**config.mk**
```make
export PLATFORM = sky130hd
export DESIGN_NAME = vecmag_est
export DESIGN_NICKNAME = d
export VERILOG_FILES = /design/src/rtl/vecmag_pkg.sv /design/src/rtl/vecmag_ctrl.sv /design/src/rtl/vecmag_narrow_unit.sv /design/src/rtl/vecmag_wide_unit.sv /design/src/rtl/vecmag_shifter.sv /design/src/rtl/vecmag_est.sv
export SDC_FILE = /design/constraint.sdc
export NUM_CORES = 1
export LEC_CHECK = 0
export CAP_MARGIN = 10
export CORE_ASPECT_RATIO = 1.4
export CORE_MARGIN = 4
export CORE_UTILIZATION = 25
export CTS_CLUSTER_SIZE = 14
export DETAILED_ROUTE_END_ITERATION = 12
export PLACE_DENSITY = 0.4
export SYNTH_ARGS = -nofsm -noshare
export SYNTH_HDL_FRONTEND = slang
export SYNTH_HIERARCHICAL = 1
export SYNTH_SLANG_ARGS = --single-unit
```
**constraint.sdc**
```tcl
create_clock -name clk_i -period 7.6 [get_ports clk_i]
set_input_delay 1.9 -clock clk_i [delete_from_list [all_inputs] [get_ports clk_i]]
set_output_delay 1.9 -clock clk_i [all_outputs]
set_load 0.05 [all_outputs]
```
**src/rtl/vecmag_pkg.sv**
```systemverilog
package vecmag_pkg;

    localparam int DEF_DATA_W = 16;
    localparam int DEF_SH_MAJ = 3;
    localparam int DEF_SH_MIN = 1;

    // controller states, one per scheduled operation group
    typedef enum logic [2:0] {
        ST_IDLE   = 3'd0,
        ST_ABS    = 3'd1,
        ST_MINMAX = 3'd2,
        ST_SHIFT  = 3'd3,
        ST_SUB    = 3'd4,
        ST_ADD    = 3'd5,
        ST_MAX    = 3'd6,
        ST_DONE   = 3'd7
    } state_e;

    // wide unit: |y|, min, add, subtract
    typedef enum logic [1:0] {
        WU_ABS = 2'd0,
        WU_MIN = 2'd1,
        WU_ADD = 2'd2,
        WU_SUB = 2'd3
    } wide_op_e;

    // narrow unit: |x|, max
    typedef enum logic {
        NU_ABS = 1'b0,
        NU_MAX = 1'b1
    } narrow_op_e;

    typedef enum logic [1:0] {
        R1_HOLD = 2'd0,
        R1_LOAD = 2'd1,
        R1_NU   = 2'd2
    } r1_src_e;

    typedef enum logic [1:0] {
        R2_HOLD = 2'd0,
        R2_LOAD = 2'd1,
        R2_WU   = 2'd2,
        R2_SHJ  = 2'd3
    } r2_src_e;

    typedef struct packed {
        r1_src_e    r1_src;
        r2_src_e    r2_src;
        logic       r3_we;
        wide_op_e   wu_op;
        narrow_op_e nu_op;
    } ctrl_t;

    localparam ctrl_t CTRL_IDLE = '{r1_src: R1_HOLD, r2_src: R2_HOLD,
                                    r3_we: 1'b0, wu_op: WU_ABS, nu_op: NU_ABS};

endpackage

```
**src/rtl/vecmag_ctrl.sv**
```systemverilog
module vecmag_ctrl
    import vecmag_pkg::*;
(
    input  logic   clk_i,
    input  logic   rst_i,
    input  logic   start_i,
    output state_e state_o,
    output ctrl_t  ctrl_o,
    output logic   done_o
);

    state_e state_q, state_d;

    always_comb begin
        state_d = state_q;
        unique case (state_q)
            ST_IDLE:   if (start_i) state_d = ST_ABS;
            ST_ABS:    state_d = ST_MINMAX;
            ST_MINMAX: state_d = ST_SHIFT;
            ST_SHIFT:  state_d = ST_SUB;
            ST_SUB:    state_d = ST_ADD;
            ST_ADD:    state_d = ST_MAX;
            ST_MAX:    state_d = ST_DONE;
            ST_DONE:   state_d = ST_IDLE;
            default:   state_d = ST_IDLE;
        endcase
    end

    always_ff @(posedge clk_i) begin
        if (rst_i) state_q <= ST_IDLE;
        else       state_q <= state_d;
    end

    always_comb begin
        ctrl_o = CTRL_IDLE;
        unique case (state_q)
            ST_IDLE: begin
                if (start_i) begin
                    ctrl_o.r1_src = R1_LOAD;
                    ctrl_o.r2_src = R2_LOAD;
                end
            end
            ST_ABS: begin
                ctrl_o.r1_src = R1_NU;
                ctrl_o.nu_op  = NU_ABS;
                ctrl_o.r2_src = R2_WU;
                ctrl_o.wu_op  = WU_ABS;
            end
            ST_MINMAX: begin
                ctrl_o.r1_src = R1_NU;
                ctrl_o.nu_op  = NU_MAX;
                ctrl_o.r2_src = R2_WU;
                ctrl_o.wu_op  = WU_MIN;
            end
            ST_SHIFT: begin
                ctrl_o.r2_src = R2_SHJ;
                ctrl_o.r3_we  = 1'b1;
            end
            ST_SUB: begin
                ctrl_o.r2_src = R2_WU;
                ctrl_o.wu_op  = WU_SUB;
            end
            ST_ADD: begin
                ctrl_o.r2_src = R2_WU;
                ctrl_o.wu_op  = WU_ADD;
            end
            ST_MAX: begin
                ctrl_o.r1_src = R1_NU;
                ctrl_o.nu_op  = NU_MAX;
            end
            default: ctrl_o = CTRL_IDLE;
        endcase
    end

    assign state_o = state_q;
    assign done_o  = (state_q == ST_DONE);

endmodule

```
**src/rtl/vecmag_narrow_unit.sv**
```systemverilog
module vecmag_narrow_unit
    import vecmag_pkg::*;
#(
    parameter int W = DEF_DATA_W + 1
) (
    input  narrow_op_e          op_i,
    input  logic signed [W-1:0] x_i,
    input  logic signed [W-1:0] y_i,
    output logic signed [W-1:0] z_o
);

    always_comb begin
        unique case (op_i)
            NU_ABS:  z_o = x_i[W-1] ? -x_i : x_i;
            NU_MAX:  z_o = (x_i >= y_i) ? x_i : y_i;
            default: z_o = x_i;
        endcase
    end

endmodule

```
**src/rtl/vecmag_wide_unit.sv**
```systemverilog
module vecmag_wide_unit
    import vecmag_pkg::*;
#(
    parameter int W = DEF_DATA_W + 1
) (
    input  wide_op_e            op_i,
    input  logic signed [W-1:0] x_i,
    input  logic signed [W-1:0] y_i,
    output logic signed [W-1:0] z_o
);

    always_comb begin
        unique case (op_i)
            WU_ABS:  z_o = y_i[W-1] ? -y_i : y_i;
            WU_MIN:  z_o = (x_i <= y_i) ? x_i : y_i;
            WU_ADD:  z_o = x_i + y_i;
            WU_SUB:  z_o = x_i - y_i;
            default: z_o = y_i;
        endcase
    end

endmodule

```
**src/rtl/vecmag_shifter.sv**
```systemverilog
module vecmag_shifter #(
    parameter int W  = 17,
    parameter int SH = 1
) (
    input  logic signed [W-1:0] d_i,
    output logic signed [W-1:0] q_o
);

    generate
        if (SH == 0) begin : g_pass
            assign q_o = d_i;
        end else begin : g_shift
            assign q_o = d_i >>> SH;
        end
    endgenerate

endmodule

```
**src/rtl/vecmag_est.sv**
```systemverilog
module vecmag_est
    import vecmag_pkg::*;
#(
    parameter int DATA_W = DEF_DATA_W,
    parameter int SH_MAJ = DEF_SH_MAJ,
    parameter int SH_MIN = DEF_SH_MIN
) (
    input  logic              clk_i,
    input  logic              rst_i,
    input  logic              start_i,
    input  logic [DATA_W-1:0] a_i,
    input  logic [DATA_W-1:0] b_i,
    output logic [DATA_W:0]   result_o,
    output logic              done_o
);

    localparam int INT_W = DATA_W + 1;

    state_e st;
    ctrl_t  ctrl;

    logic signed [INT_W-1:0] r1_q, r2_q, r3_q;
    logic signed [INT_W-1:0] nu_z, wu_x, wu_z, shj_q, shn_q;
    logic signed [INT_W-1:0] a_ext, b_ext;

    assign a_ext = {a_i[DATA_W-1], a_i};
    assign b_ext = {b_i[DATA_W-1], b_i};

    vecmag_ctrl u_ctrl (
        .clk_i   (clk_i),
        .rst_i   (rst_i),
        .start_i (start_i),
        .state_o (st),
        .ctrl_o  (ctrl),
        .done_o  (done_o)
    );

    vecmag_narrow_unit #(.W(INT_W)) u_nu (
        .op_i (ctrl.nu_op),
        .x_i  (r1_q),
        .y_i  (r2_q),
        .z_o  (nu_z)
    );

    // the add step sums the held minor term with R2; all others read R1
    assign wu_x = (ctrl.wu_op == WU_ADD) ? r3_q : r1_q;

    vecmag_wide_unit #(.W(INT_W)) u_wu (
        .op_i (ctrl.wu_op),
        .x_i  (wu_x),
        .y_i  (r2_q),
        .z_o  (wu_z)
    );

    vecmag_shifter #(.W(INT_W), .SH(SH_MAJ)) u_shj (
        .d_i (r1_q),
        .q_o (shj_q)
    );

    vecmag_shifter #(.W(INT_W), .SH(SH_MIN)) u_shn (
        .d_i (r2_q),
        .q_o (shn_q)
    );

    always_ff @(posedge clk_i) begin
        if (rst_i) begin
            r1_q <= '0;
            r2_q <= '0;
            r3_q <= '0;
        end else begin
            unique case (ctrl.r1_src)
                R1_LOAD: r1_q <= a_ext;
                R1_NU:   r1_q <= nu_z;
                default: r1_q <= r1_q;
            endcase
            unique case (ctrl.r2_src)
                R2_LOAD: r2_q <= b_ext;
                R2_WU:   r2_q <= wu_z;
                R2_SHJ:  r2_q <= shj_q;
                default: r2_q <= r2_q;
            endcase
            if (ctrl.r3_we) r3_q <= shn_q;
        end
    end

    assign result_o = r1_q;

endmodule

```
==> results of run 1 <==
[state kept, by name (all words and copies together), names as in the netlist]
| register | count |
|---|---|
| result_o | 17 |
| r2_q | 17 |
| u_ctrl/state_o | 3 |
| r3_q | 17 |
[report_power, final]
group	total, mW	internal [mW]	switching (mW)
Combinational	1.54	0.637	0.906
Clock	0.326	0.199	0.127
Sequential	0.439	0.323	0.116
[cells in the final DEF (no fill, tap or decap), types with 4 or more instances in the layout]
cell type,instances
nor2_1,79
inv_1,55
dfxtp_1,54
ha_1,53
clkdlybuf4s50_1,51
mux2i_1,46
a21oi_1,45
mux2_2,35
xnor2_1,33
nand2_1,31
o21ai_0,28
nor2b_1,25
nor3_1,18
o31ai_1,13
nand3_1,12
mux4_1,9
a211oi_1,9
a221oi_1,8
mux4_2,7
buf_4,7
a21o_1,7
a31o_2,7
nor2b_4,6
nand4_1,6
and3_1,6
and2_1,6
nand2b_1,6
a22oi_1,5
clkbuf_16,5
or3_1,5
a31oi_1,5
a21oi_2,4
nor4_1,4
a221oi_2,4
o221ai_1,4
a221o_1,4
o211ai_1,4
o22ai_1,4
[stage by stage]
step                      setup slack [ps]  hold WS [ps]
after floorplan                       3380           454
after global routing                  1850           541
after detailed placement              2200           475
final                                 2180           499
after global placement                2240           468
after CTS                             2180           501
[per-layer routing]
metal	GRT usage, %	wire, µm	up-vias
met1	17.4	9640	2816
met5	0	7	-
met2	27.8	11700	91
met4	4.90	577	2
li1	-	-	2858
met3	1.12	475	28
[cell type report]
type	count	area, µm²	share of cell area, %
clock inverter	2	60.1	0.802
clock buffer	6	139	1.85
sequential	54	1080	14.4
timing repair buffer	59	568	7.58
tap	365	457	6.10
multi-input combinational	609	4970	66.3
inverter	58	218	2.91
[logic make-up (layout without fill, tap and decap cells)]
kind of cell,count (synthesis),after routing,share of synthesized area [%]
buf+inv,139,125,11.2
simple gates,230,230,18.8
xor+xnor,35,35,4.51
flops,54,54,15.9
fa+ha+maj,55,55,10.3
mux,98,98,18.6
compound gates,191,191,20.7
[worst max-delay path, stage by stage, from the launching register on]
cell and delay (ps):
dfxtp_1 630, and2b_2 560, nor2b_1 430, buf_4 300, mux2_2 430, ha_1 350
nor2b_1 160, o31a_1 320, o2111ai_2 300, a211oi_1 140, o21ai_2 120, buf_4 290
mux2_2 380, o22ai_1 160, nor3b_1 70, mux4_1 490, nor2b_1 140
[worst min-delay path by stage]
stage | from | to | slack [ps] | cells after the start
5_1_grt | r3_q[7]$_SDFFE_PP0P_ | r3_q[7]$_SDFFE_PP0P_ | 540 | 2
4_1_cts | r3_q[0]$_SDFFE_PP0P_ | r3_q[0]$_SDFFE_PP0P_ | 500 | 2
3_3_place_gp | r3_q[16]$_SDFFE_PP0P_ | r3_q[16]$_SDFFE_PP0P_ | 470 | 2
3_5_place_dp | r3_q[0]$_SDFFE_PP0P_ | r3_q[0]$_SDFFE_PP0P_ | 480 | 2
2_1_floorplan | r3_q[0]$_SDFFE_PP0P_ | r3_q[0]$_SDFFE_PP0P_ | 450 | 2
6_report | r3_q[0]$_SDFFE_PP0P_ | r3_q[0]$_SDFFE_PP0P_ | 500 | 2
==> impl_metrics.tcl, run 1 <==
set metrics [dict create \
    nets 877 \
    synth_top_area_share_pct 15.9 \
    place_area_um2 7290 \
    yosysWarnings 6 \
    wl_per_cell_um 19.5 \
    yosysMostFrequentCell "nor2_1" \
    grt_pass1_wl_um 34800 \
    r2r_start "u_ctrl/state_o[2]$_SDFFE_PP0P_" \
    io_pins 53 \
    yosys-top-cells-area "dfxtp_1 (16%), ha_1 (9.8%), mux2i_1 (6.8%), mux2_2 (5.8%), nor2_1 (4.5%)" \
    antenna_found_initial 2 \
    worstHoldPathType "reg -> reg" \
    clockBufferDepth 2 \
    stdcell_count 1153 \
    grt_max_degree 57 \
    synthTopCellsByCount "nor2_1 (81), inv_1 (55), dfxtp_1 (54), ha_1 (53)" \
    cts_sinks 54 \
    die_area_um2 29900 \
    cts_resized 0 \
    dpl.hpwl_um 17200 \
    via_count 5795 \
    drv_cap 0 \
    synth_nets 892 \
    place_congestion 0.844 \
    cp_max_fo 24 \
    yosysUniqueCellTypes 94 \
    fin_skew_ps 10.9 \
    power_mw 2.31 \
    path_clk_slew_ps 80 \
    endpoint "r2_q[8]$_SDFFE_PP0P_" \
    grt_pass1_vias 5947 \
    wl_um 22400 \
    clock_latency_ps 310 \
    critical_path_arrival_ps 5600 \
    synth_area_leader_cell "dfxtp_1" \
    cts_hold_buf 0 \
    port_buffers 52 \
    tightest_slew_ps 1110 \
    rrSetupSlack_ps 2180 \
    grt.total_usage_pct 14.7 \
    die_height_um 203 \
    fin_util_pct 27.9 \
    die_x_um 147 \
    drv_slew 0 \
    finalInstanceArea_um2 7490 \
    grt_overflow 0 \
    post-route-min-period_ps 5420 \
    ff2ff_path_depth 16 \
    power_leakage_nw 2.90 \
    path_class "reg -> reg" \
    syn-cell-area_um2 6800 \
    cp.required_ps 7780 \
    num_rows 71 \
    finalHoldViolCount 0 \
    postCtsSetupRepairBufs 0 \
    drc 0 \
    fillCellCount 2970 \
    dp_cells 1145 \
    fin_setup_tns_ps 0 \
    crit_start "u_ctrl/state_o[2]$_SDFFE_PP0P_" \
    ant_nets 0 \
    syn_area_per_cell_um2 8.47 \
    firstDrtPassIters 5 \
    status "finished, final reports clean" \
    ir_drop_uv 117 \
    power_density_nw_per_um2 308 \
    cts_root_buf "clkbuf_16" \
    h-tree-depth 2 \
    rsz0062_at_grt "false" \
    cts_buffers 5 \
    slew_headroom_pct 25.7 \
    initial_core_util_pct 25.3 \
    cp-end-kind "register" \
    synth_top_flop_cell "dfxtp_1" \
    diodes 0 \
    setup_viol 0 \
    rr_endpoint "r2_q[8]$_SDFFE_PP0P_" \
    drtIter0Drc 357 \
    ys_seq_elements 54 \
    area_delta_synth_final_pct 10.2 \
    seq_area_frac_synth_pct 15.9 \
    worst_setup_path_start_kind "register" \
    synth-edff-count 0 \
    tritoncts "built" \
    routed_via_density 5.03 \
    fmax_mhz 185 \
    ys_async_sr_fraction_pct 0 \
    layout-drive-gt1-share_pct 14.2 \
    finalCritPeriodShare_pct 71.3 \
    postSynthCellCount 802 \
    fp.coreArea_um2 26800 \
]
Power figures use the tool's default switching activity.
==> run 2, diff against run 1 <==
--- a/config.mk
+++ b/config.mk
@@ -11,7 +11,7 @@
 export CORE_UTILIZATION = 25
 export CTS_CLUSTER_SIZE = 14
 export DETAILED_ROUTE_END_ITERATION = 12
-export PLACE_DENSITY = 0.4
+export PLACE_DENSITY = 0.41
 export SYNTH_ARGS = -nofsm -noshare
 export SYNTH_HDL_FRONTEND = slang
 export SYNTH_HIERARCHICAL = 1
==> constraint.sdc (replaced) <==
create_clock -name clk_i -period 4.9 [get_ports clk_i]
set_input_delay 1.225 -clock clk_i [delete_from_list [all_inputs] [get_ports clk_i]]
set_output_delay 1.225 -clock clk_i [all_outputs]
set_load 0.05 [all_outputs]
==> run 2 against run 1 <==
Against the previous run: fmax rose by 23%; wire length fell by 1.2%; combinational power rose by 62%; clock skew fell by 0.99 ps; highest routed layer is now met4.
==> impl_metrics.tcl, run 2 (synthesized netlist as in run 1, its figures left out) <==
set metrics [dict create \
    postCtsSetupRepairBufs 0 \
    diodes 0 \
    drc 0 \
    grt_pass1_wl_um 34600 \
    firstDrtPassIters 5 \
    layout-drive-gt1-share_pct 16.0 \
    combPwrFrac_pct 71.1 \
    holdPathEnd "r3_q[10]$_SDFFE_PP0P_" \
    layout_commonest_cell "nor2_1" \
    cts_buffers 5 \
    rrSetupSlack_ps 480 \
    drv_cap 0 \
    crit_start "u_ctrl/state_o[1]$_SDFFE_PP0P_" \
    wl_um 22200 \
    ff2ff_path_depth 17 \
    post-route-min-period_ps 4420 \
    cp-end-kind "register" \
    place_congestion 0.852 \
    holdWs_ps 491 \
    ir_drop_uv 183 \
    clockBufferDepth 2 \
    grt.total_usage_pct 14.7 \
    hp-start "r3_q[10]$_SDFFE_PP0P_" \
    nets 897 \
    power_leakage_nw 2.97 \
    fin_util_pct 28.3 \
    cts_hold_buf 0 \
    min_path_cells 2 \
    via_count 5902 \
    cp_max_fo 17 \
    cts_sinks 54 \
    cts_resized 0 \
    finalHoldViolCount 0 \
    worstHoldPathType "reg -> reg" \
    power_switching_mw 1.77 \
    initial_core_util_pct 25.3 \
    setup_viol 0 \
    p_int_mw 1.73 \
    power_density_nw_per_um2 461 \
    status "finished, final reports clean" \
    cp.required_ps 5090 \
    drtIter0Drc 316 \
    wl_per_cell_um 18.9 \
    final_cell_mix "nor2_1 (79), inv_1 (55), dfxtp_1 (54)" \
    fmax_mhz 226 \
    cts_root_buf "clkbuf_16" \
    grt_max_degree 39 \
    drv_slew 0 \
    fin_skew_ps 9.91 \
    die_area_um2 29900 \
    tritoncts "built" \
    finalCritPeriodShare_pct 90.1 \
    area_delta_synth_final_pct 11.6 \
    fin_setup_tns_ps 0 \
    swShare_pct 50.6 \
    io_pins 53 \
    grt_overflow 0 \
    r2r_start "u_ctrl/state_o[1]$_SDFFE_PP0P_" \
    routed_via_density 5.04 \
    h-tree-depth 2 \
    power_frac_seq_pct 18.4 \
    path_class "reg -> reg" \
    worst_setup_path_start_kind "register" \
    critical_path_arrival_ps 4600 \
    tightest_slew_ps 1130 \
    rr_endpoint "r2_q[10]$_SDFFE_PP0P_" \
    die_height_um 203 \
    antenna_found_initial 0 \
    fp.coreArea_um2 26800 \
    port_buffers 52 \
    die_x_um 147 \
    ant_nets 0 \
    path_clk_slew_ps 70 \
    num_rows 71 \
    dpl.hpwl_um 17500 \
    rsz0062_at_grt "false" \
    slew_headroom_pct 24.4 \
    grt_pass1_vias 5947 \
    clock_latency_ps 310 \
    clkPwrFrac_pct 10.5 \
]
[run 2: changes by cell type in the layout (fill, tap and decap cells not counted), sizes merged]
cell    previous run  this run
clkbuf             6         7
buf                8        28
bufinv             2         0
[run 2: area by class of cell]
cell class,count,area (µm²)
clock buffer,7,133
sequential,54,1080
fill,2990,19200
inverter,58,218
tap,365,457
timing repair buffer,79,731
multi-input combinational,609,4970
[run 2: stage by stage]
stage / cells / total power, mW / instance area (µm²) / worst slack (ps)
after global placement: 1165 / 3.16 / 7450 / 450
after detailed placement: 1165 / 3.14 / 7450 / 462
after floorplan: 802 / 2.58 / 6800 / 681
final: 1172 / 3.50 / 7590 / 485
after global routing: 1172 / 3.77 / 7590 / 241
after CTS: 1172 / 3.53 / 7590 / 443
[run 2: routing by layer]
layer | vias up | share of wire (%) | track usage, %
met5 | - | 0 | 0
met4 | 0 | 2.5 | 5.10
met3 | 25 | 2.0 | 0.915
met2 | 96 | 53 | 27.4
met1 | 2887 | 43 | 17.7
li1 | 2894 | - | -
[run 2: power by group through the flow]
stage / logic (mW) / registers, mW / clock network (mW)
floorplan: 1.86 / 0.714 / 0
CTS: 2.50 / 0.649 / 0.384
global placement: 2.50 / 0.661 / 0
detailed placement: 2.48 / 0.659 / 0
global route: 2.71 / 0.661 / 0.395
finish: 2.49 / 0.643 / 0.367
[run 2: worst max-delay path: stages (launching register included)]
cell,delay (ps)
dfxtp_1,330
xnor2_1,180
nor2_2,50
nor2b_1,200
buf_12,200
mux2_2,390
ha_1,240
fa_1,390
nor2b_1,160
o211ai_1,280
a31oi_2,190
a21oi_2,330
o21ba_2,170
o311ai_0,140
xnor2_1,300
mux2i_1,140
mux4_2,460
nor2b_4,130
[run 2: how the worst max path moves through the flow]
| stage | to | cells after the start |
|---|---|---|
| finish | r2_q[10]$_SDFFE_PP0P_ | 17 |
| global route | r2_q[14]$_SDFFE_PP0P_ | 17 |
| global placement | r2_q[10]$_SDFFE_PP0P_ | 17 |
| CTS | r2_q[14]$_SDFFE_PP0P_ | 17 |
| floorplan | r2_q[8]$_SDFFE_PP0P_ | 16 |
| detailed placement | r2_q[14]$_SDFFE_PP0P_ | 17 |
==> run 3, diff against run 2 <==
--- a/config.mk
+++ b/config.mk
@@ -12,6 +12,7 @@
 export CTS_CLUSTER_SIZE = 14
 export DETAILED_ROUTE_END_ITERATION = 12
 export PLACE_DENSITY = 0.41
+export SKIP_LAST_GASP = 1
 export SYNTH_ARGS = -nofsm -noshare
 export SYNTH_HDL_FRONTEND = slang
 export SYNTH_HIERARCHICAL = 1
==> results of run 3 <==
Same layout as run 2: the final DEF is identical, and so are final timing and power.
